--- config.mk ---
export PLATFORM = sky130hd
export DESIGN_NAME = stagger_chirp_sched
export DESIGN_NICKNAME = d
export VERILOG_FILES = /design/src/rtl/chirp_sched_pkg.sv /design/src/rtl/cs_edge_sync.sv /design/src/rtl/cs_beam_count.sv /design/src/rtl/cs_profile.sv /design/src/rtl/cs_seq_ctrl.sv /design/src/rtl/stagger_chirp_sched.sv
export SDC_FILE = /design/constraint.sdc
export NUM_CORES = 1
export LEC_CHECK = 0
export BUFFER_PORTS_ARGS = -buffer_cell sky130_fd_sc_hd__buf_4
export CORE_MARGIN = 5
export CORE_UTILIZATION = 35
export DETAILED_ROUTE_END_ITERATION = 8
export PLACE_DENSITY = 0.6
export SYNTH_ARGS = -nofsm -noshare
export SYNTH_HDL_FRONTEND = slang
export SYNTH_HIERARCHICAL = 1
export SYNTH_SLANG_ARGS = --single-unit
--- constraint.sdc ---
create_clock -name clk -period 2.95 [get_ports clk]
set_input_delay 0 -clock clk [delete_from_list [all_inputs] [get_ports clk]]
set_output_delay 0 -clock clk [all_outputs]
set_load 0.03 [all_outputs]
--- src/rtl/chirp_sched_pkg.sv ---
package chirp_sched_pkg;
   localparam logic [1:0] SF_SHORT  = 2'd0;
   localparam logic [1:0] SF_MEDIUM = 2'd1;
   localparam logic [1:0] SF_LONG   = 2'd2;

   localparam logic [1:0] MODE_PASS = 2'b00;
   localparam logic [1:0] MODE_AUTO = 2'b01;

   function automatic int unsigned max3(input int unsigned a, input int unsigned b,
                                        input int unsigned c);
      int unsigned m;
      m = (a > b) ? a : b;
      return (m > c) ? m : c;
   endfunction
endpackage

--- src/rtl/cs_edge_sync.sv ---
module cs_edge_sync #(
   parameter int unsigned LANES  = 3,
   parameter int unsigned STAGES = 2
) (
   input  logic             clk,
   input  logic             rst_n,
   input  logic [LANES-1:0] tgl_in,
   output logic [LANES-1:0] evt
);
   if (STAGES < 2) begin : g_bad_stages
      $error("cs_edge_sync: STAGES must be at least 2");
   end

   for (genvar i = 0; i < LANES; i++) begin : g_lane
      // STAGES synchronizer flops plus one history flop for edge detection
      logic [STAGES:0] sh_q;
      always_ff @(posedge clk or negedge rst_n) begin
         if (!rst_n) sh_q <= '0;
         else        sh_q <= {sh_q[STAGES-1:0], tgl_in[i]};
      end
      assign evt[i] = sh_q[STAGES] ^ sh_q[STAGES-1];
   end
endmodule

--- src/rtl/cs_beam_count.sv ---
module cs_beam_count #(
   parameter int unsigned MOD = 16,
   localparam int unsigned PW = $clog2(MOD)
) (
   input  logic          clk,
   input  logic          rst_n,
   input  logic          inc,
   output logic [PW-1:0] pos
);
   if (MOD < 2) begin : g_bad_mod
      $error("cs_beam_count: MOD must be at least 2");
   end

   logic [PW-1:0] pos_q;
   always_ff @(posedge clk or negedge rst_n) begin
      if (!rst_n)     pos_q <= '0;
      else if (inc)   pos_q <= (pos_q == PW'(MOD - 1)) ? '0 : pos_q + 1'b1;
   end
   assign pos = pos_q;

   AST_BEAM_HOLD: assert property (@(posedge clk) disable iff (!rst_n)
      !inc |=> $stable(pos_q));
endmodule

--- src/rtl/cs_profile.sv ---
module cs_profile import chirp_sched_pkg::*; #(
   parameter int unsigned CNT_W       = 15,
   parameter int unsigned SHORT_CHIRP = 100,
   parameter int unsigned SHORT_PRI   = 17500,
   parameter int unsigned MED_CHIRP   = 500,
   parameter int unsigned MED_PRI     = 16100,
   parameter int unsigned LONG_CHIRP  = 3000,
   parameter int unsigned LONG_PRI    = 16700
) (
   input  logic [1:0]       sf,
   output logic [CNT_W-1:0] chirp_len,
   output logic [CNT_W-1:0] pri_len
);
   // staggered PRIs must stay mutually distinct
   if (SHORT_PRI == MED_PRI || MED_PRI == LONG_PRI || SHORT_PRI == LONG_PRI) begin : g_bad_pri
      $error("cs_profile: PRIs must be distinct");
   end
   if (SHORT_CHIRP == 0 || SHORT_CHIRP >= SHORT_PRI) begin : g_bad_short
      $error("cs_profile: short width out of range");
   end
   if (MED_CHIRP == 0 || MED_CHIRP >= MED_PRI) begin : g_bad_med
      $error("cs_profile: medium width out of range");
   end
   if (LONG_CHIRP == 0 || LONG_CHIRP >= LONG_PRI) begin : g_bad_long
      $error("cs_profile: long width out of range");
   end
   if (max3(SHORT_PRI, MED_PRI, LONG_PRI) >= (64'd1 << CNT_W)) begin : g_bad_cnt
      $error("cs_profile: CNT_W too narrow");
   end

   always_comb begin
      unique case (sf)
         SF_SHORT: begin
            chirp_len = CNT_W'(SHORT_CHIRP);
            pri_len   = CNT_W'(SHORT_PRI);
         end
         SF_MEDIUM: begin
            chirp_len = CNT_W'(MED_CHIRP);
            pri_len   = CNT_W'(MED_PRI);
         end
         default: begin
            chirp_len = CNT_W'(LONG_CHIRP);
            pri_len   = CNT_W'(LONG_PRI);
         end
      endcase
   end
endmodule

--- src/rtl/cs_seq_ctrl.sv ---
module cs_seq_ctrl import chirp_sched_pkg::*; #(
   parameter int unsigned N_SUB       = 16,
   parameter int unsigned SHORT_CHIRP = 100,
   parameter int unsigned SHORT_PRI   = 17500,
   parameter int unsigned MED_CHIRP   = 500,
   parameter int unsigned MED_PRI     = 16100,
   parameter int unsigned LONG_CHIRP  = 3000,
   parameter int unsigned LONG_PRI    = 16700,
   localparam int unsigned FR_W  = $clog2(3 * N_SUB),
   localparam int unsigned SUB_W = (N_SUB > 1) ? $clog2(N_SUB) : 1,
   localparam int unsigned CNT_W = $clog2(max3(SHORT_PRI, MED_PRI, LONG_PRI) + 1)
) (
   input  logic            clk,
   input  logic            rst_n,
   input  logic [1:0]      mode_req,
   input  logic            trig_evt,
   output logic            chirp_on,
   output logic            listen_on,
   output logic [1:0]      sub_frame,
   output logic [FR_W-1:0] chirp_idx,
   output logic            frame_start,
   output logic            frame_done,
   output logic [1:0]      active_mode
);
   if (N_SUB < 1) begin : g_bad_nsub
      $error("cs_seq_ctrl: N_SUB must be at least 1");
   end

   logic [CNT_W-1:0] cnt_q;
   logic             busy_q;
   logic [1:0]       sf_q;
   logic [SUB_W-1:0] sub_q;
   logic [FR_W-1:0]  fr_q;
   logic [1:0]       mode_q;

   logic [CNT_W-1:0] chirp_len, pri_len;

   cs_profile #(
      .CNT_W(CNT_W),
      .SHORT_CHIRP(SHORT_CHIRP), .SHORT_PRI(SHORT_PRI),
      .MED_CHIRP(MED_CHIRP),     .MED_PRI(MED_PRI),
      .LONG_CHIRP(LONG_CHIRP),   .LONG_PRI(LONG_PRI)
   ) u_profile (
      .sf(sf_q), .chirp_len(chirp_len), .pri_len(pri_len)
   );

   logic       pri_end, last_in_sub, frame_end, at_rest, boundary;
   logic       launch, keep;
   logic [1:0] next_mode;

   assign pri_end     = busy_q && (cnt_q == pri_len - 1'b1);
   assign last_in_sub = (sub_q == SUB_W'(N_SUB - 1));
   assign frame_end   = pri_end && last_in_sub && (sf_q == SF_LONG);
   assign at_rest     = !busy_q && (fr_q == '0);
   assign boundary    = at_rest || frame_end;
   assign next_mode   = boundary ? mode_req : mode_q;
   assign launch      = !busy_q && ((next_mode == MODE_AUTO) ||
                                    ((next_mode == MODE_PASS) && trig_evt));
   assign keep        = (next_mode == MODE_AUTO);

   always_ff @(posedge clk or negedge rst_n) begin
      if (!rst_n) begin
         cnt_q  <= '0;
         busy_q <= 1'b0;
         sf_q   <= SF_SHORT;
         sub_q  <= '0;
         fr_q   <= '0;
         mode_q <= MODE_AUTO;
      end else begin
         mode_q <= next_mode;
         if (pri_end) begin
            cnt_q  <= '0;
            busy_q <= keep;
            fr_q   <= frame_end ? '0 : fr_q + 1'b1;
            if (last_in_sub) begin
               sub_q <= '0;
               sf_q  <= (sf_q == SF_LONG) ? SF_SHORT : sf_q + 1'b1;
            end else begin
               sub_q <= sub_q + 1'b1;
            end
         end else if (busy_q) begin
            cnt_q <= cnt_q + 1'b1;
         end else if (launch) begin
            busy_q <= 1'b1;
            cnt_q  <= '0;
         end
      end
   end

   assign chirp_on    = busy_q && (cnt_q < chirp_len);
   assign listen_on   = busy_q && (cnt_q >= chirp_len);
   assign sub_frame   = sf_q;
   assign chirp_idx   = fr_q;
   assign frame_start = busy_q && (fr_q == '0) && (cnt_q == '0);
   assign frame_done  = frame_end;
   assign active_mode = mode_q;

   AST_SF_ORDER: assert property (@(posedge clk) disable iff (!rst_n)
      (sf_q != $past(sf_q)) |-> (sf_q == (($past(sf_q) == SF_LONG) ? SF_SHORT : $past(sf_q) + 2'd1)));
   AST_FIDX_SYNC: assert property (@(posedge clk) disable iff (!rst_n)
      int'(fr_q) == int'(sf_q) * int'(N_SUB) + int'(sub_q));
   AST_CNT_STEP: assert property (@(posedge clk) disable iff (!rst_n)
      (busy_q && $past(busy_q) && cnt_q != '0) |-> (cnt_q == CNT_W'($past(cnt_q) + 1'b1)));
   AST_LISTEN_AFTER_CHIRP: assert property (@(posedge clk) disable iff (!rst_n)
      $rose(listen_on) |-> $past(chirp_on));
   AST_MODE_AT_BOUNDARY: assert property (@(posedge clk) disable iff (!rst_n)
      (mode_q != $past(mode_q)) |-> (fr_q == '0));
   AST_IDLE_MODE: assert property (@(posedge clk) disable iff (!rst_n)
      mode_q[1] |-> !busy_q);
endmodule

--- src/rtl/stagger_chirp_sched.sv ---
module stagger_chirp_sched import chirp_sched_pkg::*; #(
   parameter int unsigned CHIRPS_PER_SUB = 16,
   parameter int unsigned SHORT_CHIRP    = 100,
   parameter int unsigned SHORT_PRI      = 17500,
   parameter int unsigned MED_CHIRP      = 500,
   parameter int unsigned MED_PRI        = 16100,
   parameter int unsigned LONG_CHIRP     = 3000,
   parameter int unsigned LONG_PRI       = 16700,
   parameter int unsigned ELEV_POS       = 31,
   parameter int unsigned AZIM_POS       = 16,
   parameter int unsigned SYNC_STAGES    = 2
) (
   input  logic                                  clk,
   input  logic                                  rst_n,
   input  logic [1:0]                            mode_req,
   input  logic                                  trig_tgl,
   input  logic                                  elev_tgl,
   input  logic                                  azim_tgl,
   output logic                                  chirp_on,
   output logic                                  listen_on,
   output logic [1:0]                            sub_frame,
   output logic [$clog2(3*CHIRPS_PER_SUB)-1:0]   chirp_idx,
   output logic                                  frame_start,
   output logic                                  frame_done,
   output logic [1:0]                            active_mode,
   output logic [$clog2(ELEV_POS)-1:0]           elev_pos,
   output logic [$clog2(AZIM_POS)-1:0]           azim_pos
);
   localparam int unsigned LANE_TRIG = 0;
   localparam int unsigned LANE_ELEV = 1;
   localparam int unsigned LANE_AZIM = 2;

   logic [2:0] evt;
   logic       pass_mode;

   cs_edge_sync #(.LANES(3), .STAGES(SYNC_STAGES)) u_sync (
      .clk(clk), .rst_n(rst_n),
      .tgl_in({azim_tgl, elev_tgl, trig_tgl}),
      .evt(evt)
   );

   cs_seq_ctrl #(
      .N_SUB(CHIRPS_PER_SUB),
      .SHORT_CHIRP(SHORT_CHIRP), .SHORT_PRI(SHORT_PRI),
      .MED_CHIRP(MED_CHIRP),     .MED_PRI(MED_PRI),
      .LONG_CHIRP(LONG_CHIRP),   .LONG_PRI(LONG_PRI)
   ) u_seq (
      .clk(clk), .rst_n(rst_n),
      .mode_req(mode_req),
      .trig_evt(evt[LANE_TRIG]),
      .chirp_on(chirp_on), .listen_on(listen_on),
      .sub_frame(sub_frame), .chirp_idx(chirp_idx),
      .frame_start(frame_start), .frame_done(frame_done),
      .active_mode(active_mode)
   );

   assign pass_mode = (active_mode == MODE_PASS);

   cs_beam_count #(.MOD(ELEV_POS)) u_elev (
      .clk(clk), .rst_n(rst_n),
      .inc(evt[LANE_ELEV] && pass_mode),
      .pos(elev_pos)
   );

   cs_beam_count #(.MOD(AZIM_POS)) u_azim (
      .clk(clk), .rst_n(rst_n),
      .inc(evt[LANE_AZIM] && pass_mode),
      .pos(azim_pos)
   );

   AST_STROBE_EXCL: assert property (@(posedge clk) disable iff (!rst_n)
      !(chirp_on && listen_on));
   AST_DONE_WRAP: assert property (@(posedge clk) disable iff (!rst_n)
      frame_done |=> (chirp_idx == '0));
endmodule

==> results.md <==
* Run status: complete, no violations
* Synth warn at 6
* Sum Neg Setup Slack at 0 ns
* Seq/Total Area, Yosys at between 30% and 40%
* Crit Path Category: flip-flop to flip-flop
* Detailed Routing Iterations Pass 1 at 4
* CTS H-Tree Depth at 2
* Wire per inst at 14.2 µm
* Floorplan row count at 36
* Clk_skew at roughly 0.0049 ns
* Register share of total power at roughly 52%
* GPL Wtd Cong at roughly 0.86
* Post-synthesis cell type count at just under 60
* Worst-path cell chain: nor2b_1, buf_4, nand2b_1, and3b_1, mux2_1, o2111a_2, buf_4, a21oi_4, inv_1, o21ai_0
* FF-to-FF End: u_seq/cnt_q[4]
* Clock Power Share at a little over two fifths
* Core area at between 9000 and 10,000 µm²
* First-pass GRT wire length at around 13 mm
* # port buffers at 29
* Fmax at 363 MHz
* CTS root buf: clkbuf_8
* DRT iter0 DRCs at just over 200
* Mapped Cells at 396
* Synthesized area at around 3500 µm²
* Final HPWL DP at between 6 and 7 mm
* Maxcap violations at 0
* Most frequent CP cell: buf_4
* Slowest cell on the critical path: a21oi_4
* Static Leak at 1.94 nW
* Initial Utilization at ~36%
* Setup-failing EPs final at 0
* Max Buffers Root-to-Sink at 2
* Util after Layout at between 40% and 50%
* GRT Overall Usage at 13.7%
* Die Wd at around 110 µm
* Hold Crit Class: input port to async pin
* Antenna Violating Nets Remaining at 0
* Post-layout minimum cycle time at 2.75 ns
* CP max FO at 24
* P_sw at about 0.26 mW
* Total Nets Final at about 470
* Setup crit end kind: flip-flop
* Synth Flop Type: dfrtp_1
* CP startpoint: u_seq/sub_frame[0]
* I/O pin count at 30
* Synth Area per Inst at a little under 9 µm²
* Fin area at roughly 4000 µm²
* Slew @ Worst Pin at just over 0.6 ns
* Largest net degree at the start of global routing at 49
* Share of cells above drive strength 1 at a little under a fifth
* Clock latency at the later pin of the worst-skew pair at approximately 0.3 ns
* Logic gate share of total power at under 10%
* M1 WL at around 3.8 mm
* Max Used Layer: met4
* Routed vias/inst at around 5
* Worst EP arrival at 2.97 ns
* Max Slew Vio Count at 0
* Metal3 WL at 310 µm
* Worst EP required at around 3.2 ns
* Worst stage delay on the critical path at about 0.50 ns
* Total clock sinks at 48
* Area after DPL at 3850 µm²
* Num CTS Buffers at 5
* CTS clk-pin slew, worst paths at 0.09 ns
* Startpoint types: flip-flop
* Final hold vios at 0
* Fillcell total at around 1,000
* Syn-to-layout area delta at 16.8%
* GR Overflow Total at 0
* Worst setup path endpoint: u_seq/cnt_q[4]
* Flops & latches, synth at between 40 and 50
* DIE AREA at 12,200 µm²
* Die Y at between 100 and 150 µm
* # DRC at 0
* Internal Dissipation at 1.03 mW
* ANT cells at 0
* CTS tree: yes
* Period utilisation layout at 93.3%
* EDFF count, synth at 0
* Maximum vdd drop at around 0.00025 V
* Ys async rst share at 100%
* Most common library cell in the layout ignoring fill and taps: buf_4
* Worst reg2reg path depth at 10
* Slew HR at a little under 60%
* Via count at between 2,000 and 3,000
* Leading cell types in the layout, fill and taps excluded: buf_4, dfrtp_1, inv_1
* Pwr/cell area at between 300 and 400 nW/µm²
* Switching Share at about 20%
* Reg2reg setup slack at between 0.15 and 0.2 ns
* WL final at just over 8 mm
* Vias in the first global route at around 2,700
* FF-to-FF Start: u_seq/sub_frame[0]
* DR WL met2 at 3.85 mm
* Initial antenna violation count at 0
[cell usage after synthesis, drive strengths merged (3+ instances only)]
cell | n | area, µm²
o21ai | 25 | 125
nor3 | 6 | 30.0
nand3 | 16 | 92.6
a21o | 9 | 67.6
nand4 | 8 | 50.1
and3 | 11 | 70.1
dfrtp | 47 | 1180
nor3b | 5 | 37.5
or2 | 5 | 31.3
and2 | 3 | 18.8
nor4 | 4 | 25.0
o21a | 5 | 37.5
a21oi | 19 | 98.9
inv | 26 | 97.6
mux2 | 7 | 90.1
or4 | 3 | 22.5
clkbuf | 5 | 18.8
nand2b | 18 | 113
and4 | 3 | 26.3
buf | 31 | 221
nor2 | 17 | 63.8
a31oi | 13 | 81.3
o31ai | 3 | 22.5
a22o | 3 | 26.3
ha | 24 | 300
nand2 | 23 | 86.3
xnor2 | 13 | 114
xor2 | 13 | 114
nor2b | 4 | 25.0
[worst max-delay path: cells and delay by family (launching register included)]
kind | cells | cell delay (ns)
buffers and inverters | 3 | 0.55
AOI/OAI and AO/OA | 3 | 0.88
and+or+nand+nor | 3 | 0.54
muxes | 1 | 0.27
DFF | 1 | 0.42
[layout make-up]
| type | instances | area [µm²] | share of cell area (%) |
|---|---|---|---|
| clock buffer | 5 | 68.8 | 1.67 |
| inverter | 26 | 101 | 2.46 |
| clock inverter | 3 | 68.8 | 1.67 |
| sequential | 48 | 1200 | 29.2 |
| timing repair buffer | 60 | 465 | 11.3 |
| multi-input combinational | 294 | 2040 | 49.6 |
| tap | 133 | 166 | 4.04 |
[worst min-delay path by stage]
stage,slack (ns),to
4_1_cts,0.26,u_sync/g_lane[0].sh_q[0]
5_1_grt,0.31,u_sync/g_lane[1].sh_q[0]
2_1_floorplan,-0.30,u_azim/pos[0]
3_5_place_dp,0.05,u_sync/g_lane[0].sh_q[0]
6_report,0.24,u_azim/pos[0]
3_3_place_gp,0.06,u_azim/pos[1]
[cell families (layout without fill, tap and decap cells)]
group	count (synthesis)	count (layout)	synth area share [%]
other	2	10	0.213
AO/OA/AOI/OAI	92	92	16.6
buffers and inverters	62	94	9.58
AND/OR/NAND/NOR	134	134	21.6
adder cells (fa/ha/maj)	24	24	8.52
XOR/XNOR	26	26	6.46
multiplexers	8	8	2.84
flip-flops	48	48	34.1
[state kept, by name (all words and copies together), names as in the netlist]
signal / cells
u_azim/pos: 4
u_sync/g_lane.sh_q: 9
u_seq/cnt_q: 15
u_seq/sub_frame: 2
u_seq/chirp_idx: 6
u_seq/busy_q: 1
u_elev/pos: 5
u_seq/sub_q: 4
u_seq/active_mode: 2
[power by group through the flow]
stage          registers [mW]  logic, mW  clock network [mW]
4_1_cts                 0.666     0.0572               0.584
3_3_place_gp            0.679     0.0507                   0
5_1_grt                 0.667     0.0689               0.614
2_1_floorplan           0.679     0.0372                   0
3_5_place_dp            0.679     0.0508                   0
6_report                0.666     0.0596               0.567
[per-stage QoR]
step | instances | power (mW) | hold WS [ns] | setup WS [ns]
floorplan | 404 | 0.716 | -0.296 | 0.0157
global placement | 550 | 0.730 | 0.0612 | 0.200
detailed placement | 550 | 0.730 | 0.0547 | 0.0369
CTS | 564 | 1.31 | 0.263 | -0.000359
global route | 569 | 1.35 | 0.314 | -0.000715
finish | 569 | 1.29 | 0.243 | 0.198
[repair_timing]
action | in CTS | in global routing
gates resized for setup | 1 | 7
hold buffers | 6 | 0
setup endpoints to repair | 1 | 25
setup buffers | 0 | 5
hold endpoints to repair | 52 | 0
pin swaps | 0 | 1
[routing by layer]
| metal | global-route usage, % | up-vias |
|---|---|---|
| met4 | 3.43 | 0 |
| li1 | - | 1455 |
| met1 | 18.7 | 1359 |
| met5 | 0 | - |
| met3 | 2.04 | 6 |
| met2 | 23.0 | 56 |
No activity file was read; power rests on OpenSTA's default activity.
